`src/rtl/sbip_pkg.sv`:
```
package sbip_pkg;
  function automatic logic [6:0] popcount64(input logic [63:0] v);
    logic [6:0] n;
    n = '0;
    for (int i = 0; i < 64; i++) n = n + 7'(v[i]);
    return n;
  endfunction
endpackage

```
`src/rtl/sbip_compare.sv`:
```
module sbip_compare
  import sbip_pkg::*;
#(
  parameter int DATA_W = 8,
  parameter int ERR_W  = 4
) (
  input  logic              clk,
  input  logic              rst_n,
  input  logic              chk,
  input  logic [DATA_W-1:0] data,
  input  logic [DATA_W-1:0] ref_par,
  input  logic              ref_ok,
  input  logic              block_mode,
  output logic [ERR_W-1:0]  step,
  output logic [ERR_W-1:0]  err_bits,
  output logic              err_vld
);
  logic              do_cmp;
  logic [DATA_W-1:0] diff;
  logic [ERR_W-1:0]  nbits;

  assign do_cmp = chk && ref_ok;
  assign diff   = data ^ ref_par;
  assign nbits  = ERR_W'(popcount64(64'(diff)));

  always_comb begin
    step = '0;
    if (do_cmp) begin
      if (block_mode) step = ERR_W'(nbits != '0);
      else            step = nbits;
    end
  end

  always_ff @(posedge clk) begin
    if (!rst_n) begin
      err_bits <= '0;
      err_vld  <= 1'b0;
    end else begin
      err_vld <= do_cmp;
      if (do_cmp) err_bits <= nbits;
    end
  end

  // a result is reported only if the reference was ready at the check
  p_no_cmp_before_ref_r6: assert property (@(posedge clk) disable iff (!rst_n)
    err_vld |-> $past(ref_ok));
  // a result pulse follows a parity-position strobe
  p_vld_follows_chk_r2: assert property (@(posedge clk) disable iff (!rst_n)
    err_vld |-> $past(chk));
endmodule

```
`config.mk`:
```
export PLATFORM = sky130hd
export DESIGN_NAME = sbip_compare
export DESIGN_NICKNAME = d
export VERILOG_FILES = /design/src/rtl/sbip_pkg.sv /design/src/rtl/sbip_compare.sv
export SDC_FILE = /design/constraint.sdc
export NUM_CORES = 1
export LEC_CHECK = 0
export ABC_AREA = 0
export BUFFER_PORTS_ARGS = -buffer_cell sky130_fd_sc_hd__buf_2
export CAP_MARGIN = 20
export CORE_AREA = 2 2 39 41
export CTS_CLUSTER_DIAMETER = 80
export CTS_CLUSTER_SIZE = 8
export DETAILED_ROUTE_END_ITERATION = 6
export DIE_AREA = 0 0 41 43
export GPL_ROUTABILITY_DRIVEN = 0
export GPL_TIMING_DRIVEN = 0
export PLACE_DENSITY = 0.67
export SLEW_MARGIN = 20
export SYNTH_ARGS = -nofsm -noshare
export SYNTH_HDL_FRONTEND = slang
export SYNTH_SLANG_ARGS = --single-unit
export TNS_END_PERCENT = 50
```
`constraint.sdc`:
```
create_clock -name clk -period 7.2 [get_ports clk]
set_input_delay 1.08 -clock clk [delete_from_list [all_inputs] [get_ports clk]]
set_output_delay 1.08 -clock clk [all_outputs]
set_load 0.01 [all_outputs]
```
### Yosys cells after proc, flatten, opt, wreduce, memory -nomap -nowiden

Cells that the tools add are included.

* add/subtract/negate cells: 7
* multiplexer cells: 2
* bitwise operators: 1
* reductions and logical operators: 2

Operators with widths (count)
* 4-bit by 1-bit adder with 4-bit output: 4
* 4-bit 2-to-1 mux: 2
* 8-bit XOR: 1
* 3-bit by 1-bit adder with 4-bit output: 1
* 4-bit nonzero test: 1
* 2-bit by 1-bit adder with 3-bit output: 1
* 1-bit by 1-bit adder with 2-bit output: 1
* 1-bit logical AND: 1

* flip-flop bits (word level): 5
* bits of input ports: 21
* output and inout bits: 9
* word-level logic and storage cells: 14

### Longest topological paths before layout

Gate-level depths: netlist (run 1).

* word-level depth: 11
* mapped depth: 11
* mapped depth without buffers: 11

### Worst setup path after synthesis (run 1)

OpenSTA, ideal clock, no wires.

* path kind: in2out
* start point: input port ref_par[0]
* end point: output port step[2]
* arrival: 3.931 ns
* data required time: 6.120 ns
* slack: 2.189 ns
* stages on the path: 10
* buffers on the path: 0
* cells stage by stage: xor2_1 -> fa_1 -> fa_1 -> inv_1 -> fa_1 -> inv_1 -> ha_1 -> fa_1 -> xnor2_1 -> nor3_1

* word-level cells in the longest chain between the ends: 10

RTL lines
* start: declaration: line sbip_compare.sv:11 `input logic [DATA_W-1:0] ref_par,`
* 8-bit XOR: line sbip_compare.sv:23 `assign diff = data ^ ref_par;`
* 1-bit by 1-bit adder with 2-bit output: line sbip_pkg.sv:5 `for (int i = 0; i < 64; i++) n = n + 7'(v[i]);`
* 2-bit by 1-bit adder with 3-bit output: line sbip_pkg.sv:5
* 3-bit by 1-bit adder with 4-bit output: line sbip_pkg.sv:5
* 4-bit by 1-bit adder with 4-bit output (4 in a row): line sbip_pkg.sv:5
* 4-bit 2-to-1 mux: line sbip_compare.sv:29 `if (block_mode) step = ERR_W'(nbits != '0);`
* 4-bit 2-to-1 mux: line sbip_compare.sv:28 `if (do_cmp) begin`
* end: declaration: line sbip_compare.sv:14 `output logic [ERR_W-1:0] step,`

No other way between the ends.

### Worst setup path after layout (run 1)

Ends and elaborated chain as after synthesis.

==> flow_summary_export.csv, run 1 <==
group,metric,value,unit
global_routing,grt-busiest-layer,"met2",
synthesis,syn-mean-instance-area,9.30,µm²
timing,rsz0062_at_grt,"no",
global_routing,grt_max_degree,7,
worst_setup_path,path_max_fanout,3,
timing,setup-tns-final,0,ps
floorplanning,fp.dieH,43,µm
synthesis,yosysUniqueCellTypes,19,
route,wl,1000,µm
synthesis,synth-async-reset-ratio,0,%
floorplanning,io_pins,30,
timing,fin_hold_ws,457,ps
clock_tree,clkTransAtPathRegs,50,ps
final_layout,final_cells,95,
final_layout,diodes,0,
route,dr.pass1.iters,5,
clock_tree,clkLatencyLatePin,240,ps
route,drt_iter0_drc,2,
global_routing,grt_pass1_vias,410,
timing,min_period,5260,ps
power,vdd_drop_max,0.0000923,V
timing,maxSlewViolCount,0,
power,leakage,0.343,nW
clock_tree,cts_max_path_buffers,2,
timing,layout_setup_ws,1940,ps
place,preCtsSetupSlack,1910,ps
outcome,outcome,"completed",
global_routing,overflow,0,
synthesis,synth-edff-count,0,
worst_setup_path,worstPathArrival,4180,ps
global_routing,gr-usage-met3,3.14,%
power,pwr-share-comb,58.0,%
floorplanning,start_util,30.9,%
timing,max-slew-margin-rel,83.0,%
worst_setup_path,crit_chain,"buf_2 -> xor2_1 -> fa_1 -> fa_1 -> inv_1 -> fa_1 -> inv_1 -> ha_1 -> fa_1 -> xnor2_1 -> nor3_1 -> buf_2",
clock_tree,cts_tree,"done",
synthesis,syn_nets,74,
worst_setup_path,worstSetupPathType,"primary input to output port",
power,power,0.157,mW
route,vias_per_cell,4.45,
synthesis,synthTopCellsByArea,"dfxtp_1 23%, fa_1 19%, xor2_1 12%",
timing,worst_pin_slew,254,ps
synthesis,post-synth-top-count-cell,"nand2_1",
synthesis,synthCells,46,
clock_tree,cts-resized-gates,0,
power,powerDensity,253,nW/µm²
power,switching_share,39.7,%
global_routing,gr-usage-met2,24.1,%
timing,finClkSkew,0,ps
worst_setup_path,cp_data_required_time,6120,ps
global_routing,antenna_found_initial,0,
route,detail_route.wl_per_cell,10.5,µm
route,postRouteAntennaNets,0,
worst_hold_path,hold_class,"register to register",
clock_tree,htreeDepth,1,
clock_tree,cts_setup_buffers,0,
worst_setup_path,start_kind,"primary input",
final_layout,layout.nets,108,
worst_setup_path,max_stage_delay,550,ps
final_layout,drive_above_1_share,41.8,%
synthesis,synth_flop_cell,"dfxtp_1",
clock_tree,cts_buffers,3,
worst_setup_path,crit_path_top_delay_cell,"fa_1",
floorplanning,coreArea,1380,µm²
synthesis,synthDominantCellAreaShare,23.4,%
floorplanning,fp.dieW,41,µm
global_routing,gr-usage-met1,11.4,%
timing,fin_crit_sh,73.0,%
global_routing,grtUsageTotal,13.4,%
route,drc_errors,0,
global_routing,grt_pass1_wl,1510,µm
worst_setup_path,cp-end-kind,"output port",
power,seqPwrFrac,21.1,%
power,power.internal,0.0946,mW
floorplanning,rows,14,
power,pwr-share-clk,20.8,%
synthesis,ys_warn_count,0,
synthesis,ys_ff_latch,5,
clock_tree,clkSinkCount,5,
synthesis,synth_top_area_cell,"dfxtp_1",
route,via_count,423,
clock_tree,cts-root-buf,"clkbuf_4",
place,hpwl,873,µm
timing,setup_violations,0,
final_layout,syn2layout_area_growth,44.7,%
clock_tree,hold_buffers,0,
power,power_switching,0.0623,mW
synthesis,ys_seq_area_share,23.4,%
synthesis,syn_area,428,µm²
worst_setup_path,cp_common_cell,"fa_1",
place,port_buffers,29,
timing,fmax,190,MHz
synthesis,synth_common_cells,"8 x nand2_1, 6 x xor2_1, 5 x dfxtp_1, 4 x fa_1",
timing,hold_viol,0,
place,dp.cells,91,
flow_run,max_cap_violations,0,
floorplanning,die_area,1760,µm²
## layer usage
metal / vias to the layer above / routed length [µm] / share of wire (%)
li1: 218 / - / -
met1: 187 / 362 / 36
met2: 18 / 561 / 56
met3: 0 / 78 / 7.8
met4: 0 / 0 / 0
met5: - / 0 / 0
## path summary, 6_finish.rpt
check	startpoint	endpoint	slack, ps	cells after the start
worst max-delay path	ref_par[0]	step[2]	1940	12
worst max register to register	err_bits[1]	err_bits[1]	6570	2
worst min-delay path	err_bits[0]	err_bits[0]	460	2
worst min register to register	err_bits[0]	err_bits[0]	460	2
## logic make-up after synthesis
group	share of synthesized area (%)
AND/OR/NAND/NOR	17.8
AO/OA/AOI/OAI	10.2
adder cells (fa/ha/maj)	27.5
flip-flops	23.4
XOR/XNOR	18.4
buffers and inverters	2.63
## flip-flops by register name, summed over array words and instances, names as in the netlist
signal and flops:
err_bits 4, err_vld 1
## critical path: cells and delay by family
| kind | cells | cell delay, ps |
|---|---|---|
| buffers and inverters | 4 | 360 |
| xor gates and xnor gates | 2 | 340 |
| adders and majority gates | 5 | 2200 |
| and+or+nand+nor | 1 | 190 |
## layout make-up
class	instances	area, µm²
multi-input cells	38	317
well taps	16	20.0
repair buffers	29	145
flip-flops and latches	5	100
inverters	3	11.3
clock buffers	4	26.3
fillers	149	764
## cells in the final DEF (no fill, tap or decap)
cell,count
clkbuf_1,1
dfxtp_1,5
fa_1,4
xor2_1,6
nor2_1,1
buf_2,29
a21o_1,1
and2_4,1
o21ai_0,1
nand2_1,8
inv_1,3
xnor2_1,3
a31oi_1,1
nor3b_1,1
clkbuf_4,3
a21boi_0,1
nand3_1,2
nor3_1,2
ha_1,3
and3_1,1
a21boi_1,1
o211a_1,1
## metrics by stage
step	cell area (µm²)	utilization, %
5_1_grt	619	44.8
4_1_cts	619	44.8
3_5_place_dp	593	42.9
3_3_place_gp	593	42.9
6_report	619	44.8
2_1_floorplan	428	-
## power by group through the flow
| stage | Combinational (mW) | Clock [mW] | Sequential [mW] |
|---|---|---|---|
| 4_1_cts | 0.0933 | 0.0348 | 0.0332 |
| 6_report | 0.0910 | 0.0327 | 0.0332 |
| 2_1_floorplan | 0.0620 | 0 | 0.0353 |
| 3_3_place_gp | 0.0879 | 0 | 0.0333 |
| 3_5_place_dp | 0.0929 | 0 | 0.0335 |
| 5_1_grt | 0.105 | 0.0357 | 0.0334 |
Power figures use the tool's default switching activity.
==> run 2: changes to the inputs <==
--- a/config.mk
+++ b/config.mk
@@ -15,7 +15,7 @@
 export DIE_AREA = 0 0 41 43
 export GPL_ROUTABILITY_DRIVEN = 0
 export GPL_TIMING_DRIVEN = 0
-export PLACE_DENSITY = 0.67
+export PLACE_DENSITY = 0.7
 export SLEW_MARGIN = 20
 export SYNTH_ARGS = -nofsm -noshare
 export SYNTH_HDL_FRONTEND = slang
==> constraint.sdc (replaced) <==
create_clock -name clk -period 4.4 [get_ports clk]
set_input_delay 0.66 -clock clk [delete_from_list [all_inputs] [get_ports clk]]
set_output_delay 0.66 -clock clk [all_outputs]
set_load 0.01 [all_outputs]
==> flow_summary_export.csv, run 2 (synthesized netlist as in run 1, its figures left out) <==
group,metric,value,unit
outcome,outcome,"completed",
power,powerDensity,411,nW/µm²
route,postRouteAntennaNets,0,
timing,maxSlewViolCount,0,
route,vias_per_cell,4.56,
worst_setup_path,path_max_fanout,3,
final_layout,final_util,46.7,%
worst_setup_path,cp_data_required_time,3740,ps
timing,rsz0062_at_grt,"no",
floorplanning,coreArea,1380,µm²
worst_setup_path,worstPathArrival,3580,ps
clock_tree,cts-root-buf,"clkbuf_4",
floorplanning,start_util,30.9,%
power,power_switching,0.101,mW
timing,hold_viol,0,
power,switching_share,38.1,%
final_layout,diodes,0,
timing,max-slew-margin-rel,85.3,%
timing,min_period,4240,ps
timing,setup_violations,0,
timing,fin_crit_sh,96.5,%
worst_setup_path,worstSetupPathType,"primary input to output port",
global_routing,grtUsageTotal,13.2,%
final_layout,largest_reg_flops,4,
global_routing,overflow,0,
timing,finClkSkew,0,ps
route,wl,953,µm
global_routing,grt_pass1_wl,1550,µm
worst_setup_path,cp-end-kind,"output port",
timing,layout_setup_ws,156,ps
clock_tree,htreeDepth,1,
power,leakage,0.346,nW
final_layout,reg_top3,"err_bits: 4 flops, err_vld: 1 flops",
route,detail_route.wl_per_cell,10.0,µm
route,drc_errors,0,
flow_run,max_cap_violations,0,
final_layout,final_cells,95,
floorplanning,rows,14,
worst_hold_path,hold_class,"register to register",
route,via_count,433,
clock_tree,clkSinkCount,5,
clock_tree,cts_max_path_buffers,2,
final_layout,regMostFlops,"err_bits",
route,routed.top_layer,"met3",
power,pwr-share-comb,60.5,%
final_layout,mostFrequentLayoutCell,"buf_2",
place,port_buffers,29,
global_routing,grt_max_degree,7,
route,met3_length,88,µm
final_layout,final_cell_mix,"29 x buf_2, 8 x nand2_1, 5 x dfxtp_1",
place,preCtsSetupSlack,-38.1,ps
route,wl_met1,339,µm
global_routing,antenna_found_initial,0,
final_layout,drive_above_1_share,49.4,%
floorplanning,io_pins,30,
power,power.internal,0.165,mW
timing,setup-tns-final,0,ps
route,dr_wl_met2,526,µm
route,drt_iter0_drc,7,
timing,worst_pin_slew,220,ps
clock_tree,cts_buffers,3,
floorplanning,die_area,1760,µm²
final_layout,layout.nets,108,
final_layout,syn2layout_area_growth,51.2,%
final_layout,num-fill-cells,139,
floorplanning,fp.dieW,41,µm
place,dp.cells,91,
power,vdd_drop_max,0.000207,V
clock_tree,cts_tree,"done",
worst_setup_path,start_kind,"primary input",
route,dr.pass1.iters,4,
clock_tree,clkTransAtPathRegs,40,ps
power,seqPwrFrac,20.2,%
global_routing,grt_pass1_vias,433,
floorplanning,fp.dieH,43,µm
clock_tree,clkLatencyLatePin,240,ps
timing,fmax,236,MHz
power,pwr-share-clk,19.3,%
place,hpwl,856,µm
==> run 2: cell type report <==
cell class | count | area (µm²) | share of cell area (%)
Tap cell | 16 | 20.0 | 3.09
Timing Repair Buffer | 29 | 145 | 22.4
Sequential cell | 5 | 100 | 15.5
Inverter | 3 | 11.3 | 1.74
Clock buffer | 4 | 26.3 | 4.06
Multi-Input combinational cell | 38 | 344 | 53.2
==> run 2: timing repair <==
item	4_1_cts	5_1_grt
hold buffers	0	0
endpoints found under the setup margin	2	3
buffers inserted	0	0
gates resized for setup	2	4
gates cloned	0	0
pin swaps	0	6
==> run 2: stage by stage <==
stage	power [mW]	cell area [µm²]	hold slack [ps]
final	0.266	647	454
after global routing	0.297	647	472
after CTS	0.265	634	461
after detailed placement	0.201	593	455
after global placement	0.197	593	441
after floorplan	0.159	428	478
==> run 2: final timing paths <==
kind,cells past startpoint,endpoint,slack (ps),from
worst max-delay path,12,step[0],160,data[1]
worst min-delay path,2,err_bits[0],450,err_bits[0]
worst min register to register,2,err_bits[0],450,err_bits[0]
worst max register to register,1,err_bits[2],3780,err_bits[2]
==> run 2: power by group through the flow <==
stage	clock network (mW)	logic [mW]	registers (mW)
3_3_place_gp	0	0.142	0.0545
4_1_cts	0.0550	0.156	0.0538
5_1_grt	0.0569	0.186	0.0543
3_5_place_dp	0	0.146	0.0546
2_1_floorplan	0	0.101	0.0577
6_report	0.0512	0.161	0.0538
==> run 2: routing by layer <==
| layer | track usage (%) | vias to the layer above |
|---|---|---|
| met4 | 6.00 | 0 |
| met1 | 11.5 | 199 |
| li1 | - | 217 |
| met3 | 4.71 | 0 |
| met5 | 0 | - |
| met2 | 24.4 | 17 |
==> run 2: worst max-delay path, cell delays in order <==
cell and delay [ps]:
buf_2 110, xor2_2 170, fa_1 500, fa_1 510, inv_2 40, fa_1 470
inv_1 40, ha_2 190, fa_2 550, nor2_1 50, a31oi_1 140, buf_2 150
==> run 3: changes to the inputs <==
--- a/config.mk
+++ b/config.mk
@@ -15,7 +15,7 @@
 export DIE_AREA = 0 0 41 43
 export GPL_ROUTABILITY_DRIVEN = 0
 export GPL_TIMING_DRIVEN = 0
-export PLACE_DENSITY = 0.7
+export PLACE_DENSITY = 0.67
 export SLEW_MARGIN = 20
 export SYNTH_ARGS = -nofsm -noshare
 export SYNTH_HDL_FRONTEND = slang
==> constraint.sdc (replaced) <==
create_clock -name clk -period 4.2 [get_ports clk]
set_input_delay 0.63 -clock clk [delete_from_list [all_inputs] [get_ports clk]]
set_output_delay 0.63 -clock clk [all_outputs]
set_load 0.01 [all_outputs]
==> flow_summary_export.csv, run 3 (synthesized netlist as in run 1, its figures left out) <==
group,metric,value,unit
outcome,outcome,"completed",
worst_setup_path,endpoint,"step[0]",
route,drt_iter0_drc,4,
final_layout,final_cell_mix,"27 x buf_2, 8 x nand2_1, 5 x dfxtp_1",
timing,min_period,4180,ps
route,via_count,428,
clock_tree,cts_max_path_buffers,2,
worst_setup_path,worstPathArrival,3550,ps
route,vias_per_cell,4.51,
power,power.internal,0.178,mW
timing,maxSlewViolCount,0,
final_layout,reg_top3,"err_bits: 4 flops, err_vld: 1 flops",
worst_setup_path,crit_path_top_delay_cell,"fa_2",
final_layout,layout.nets,108,
final_layout,drive_above_1_share,53.2,%
floorplanning,rows,14,
power,powerDensity,433,nW/µm²
floorplanning,coreArea,1380,µm²
clock_tree,cts_tree,"done",
route,drc_errors,0,
timing,setup-tns-final,0,ps
worst_setup_path,cp_num_cells,12,
final_layout,regMostFlops,"err_bits",
global_routing,overflow,0,
clock_tree,htreeDepth,1,
worst_setup_path,worstSetupPathType,"primary input to output port",
worst_setup_path,path_max_fanout,3,
worst_setup_path,cp_common_cell,"fa_1",
timing,hold_viol,0,
worst_setup_path,worstReg2RegEnd,"err_bits[1]",
timing,fin_crit_sh,99.6,%
route,detail_route.wl_per_cell,11.4,µm
power,seqPwrFrac,19.4,%
timing,finClkSkew,0,ps
final_layout,mostFrequentLayoutCell,"buf_2",
clock_tree,clkSinkCount,5,
floorplanning,die_area,1760,µm²
worst_hold_path,hold_class,"register to register",
floorplanning,fp.dieW,41,µm
worst_setup_path,cp_data_required_time,3570,ps
power,pwr-share-comb,61.5,%
timing,setup_violations,0,
timing,fmax,239,MHz
final_layout,num-fill-cells,143,
power,vdd_drop_max,0.000159,V
clock_tree,clkTransAtPathRegs,40,ps
global_routing,antenna_found_initial,0,
final_layout,largest_reg_flops,4,
worst_setup_path,crit_chain,"buf_6 -> xor2_2 -> fa_1 -> fa_1 -> inv_2 -> fa_1 -> inv_1 -> ha_2 -> fa_2 -> nor2_1 -> a31oi_1 -> buf_2",
worst_setup_path,start_kind,"primary input",
global_routing,grt_pass1_vias,413,
worst_setup_path,reg2reg_depth,2,
route,wl,1090,µm
worst_setup_path,max_stage_delay,560,ps
timing,max-slew-margin-rel,83.9,%
final_layout,syn2layout_area_growth,58.2,%
route,postRouteAntennaNets,0,
floorplanning,start_util,30.9,%
clock_tree,cts_buffers,3,
power,power,0.293,mW
clock_tree,cts-root-buf,"clkbuf_4",
power,leakage,0.354,nW
floorplanning,io_pins,30,
worst_setup_path,rrSetupSlack,3560,ps
worst_hold_path,hold_depth,2,
flow_run,max_cap_violations,0,
power,switching_share,39.3,%
worst_setup_path,crit_start,"data[3]",
floorplanning,fp.dieH,43,µm
worst_setup_path,critical_path.top_delay_family,"adder cells",
worst_setup_path,timing.rr.start,"err_bits[1]",
timing,fin_hold_ws,459,ps
worst_setup_path,path_buf_inv,4,
power,pwr-share-clk,19.1,%
final_layout,final_util,48.9,%
global_routing,grtUsageTotal,14.0,%
timing,rsz0062_at_grt,"yes",
timing,worst_pin_slew,241,ps
global_routing,grt_pass1_wl,1570,µm
global_routing,grt_max_degree,7,
worst_setup_path,cp-end-kind,"output port",
power,power_switching,0.115,mW
clock_tree,clkLatencyLatePin,240,ps
route,dr.pass1.iters,5,
final_layout,diodes,0,
place,hpwl,873,µm
place,port_buffers,29,
[run 3: power groups by stage]
stage	logic, mW	registers, mW	clock network [mW]
2_1_floorplan	0.106	0.0605	0
3_3_place_gp	0.151	0.0570	0
3_5_place_dp	0.159	0.0574	0
4_1_cts	0.180	0.0569	0.0597
5_1_grt	0.204	0.0573	0.0612
6_report	0.180	0.0569	0.0561
[run 3: cell type report]
class                   instances  area (µm²)  area share (%)
clock buffers                   4        26.3            3.88
multi-input cells              38         362            53.4
inverters                       3        11.3            1.66
flip-flops and latches          5         100            14.8
well taps                      16        20.0            2.96
repair buffers                 29         158            23.3
[run 3: stage by stage]
stage | instances | instance area (µm²) | setup WS [ps]
detailed placement | 91 | 593 | -189
floorplan | 46 | 428 | 88.9
global placement | 91 | 593 | -146
finish | 95 | 677 | 18.6
CTS | 95 | 664 | 2.26
global route | 95 | 677 | -79.0
[run 3: worst register-to-register path: stages (launching register included)]
cell      delay [ps]
dfxtp_1          330
nand2_1           50
a21boi_0         180
[run 3: worst min path at each step]
stage                 from          end  slack, ps
3_3_place_gp   err_bits[0]  err_bits[0]        440
3_5_place_dp   err_bits[0]  err_bits[0]        450
5_1_grt        err_bits[0]  err_bits[0]        490
6_report       err_bits[3]  err_bits[3]        460
4_1_cts        err_bits[0]  err_bits[0]        460
2_1_floorplan  err_bits[3]  err_bits[3]        480
[run 3: per-layer routing]
layer	GRT usage [%]	part of all wire (%)	vias up	wire, µm
li1	-	-	216	-
met1	12.1	36	194	389
met2	25.3	57	18	619
met3	3.14	7.1	0	77
met4	10.0	0	0	0
met5	0	0	-	0
[run 3: repair_timing]
item / 4_1_cts / 5_1_grt
endpoints found under the setup margin: 3 / 3
hold endpoints to repair: 0 / 0
resized for setup: 9 / 2
hold buffers: 0 / 0
buffers inserted: 0 / 0
pin swaps: 8 / 1
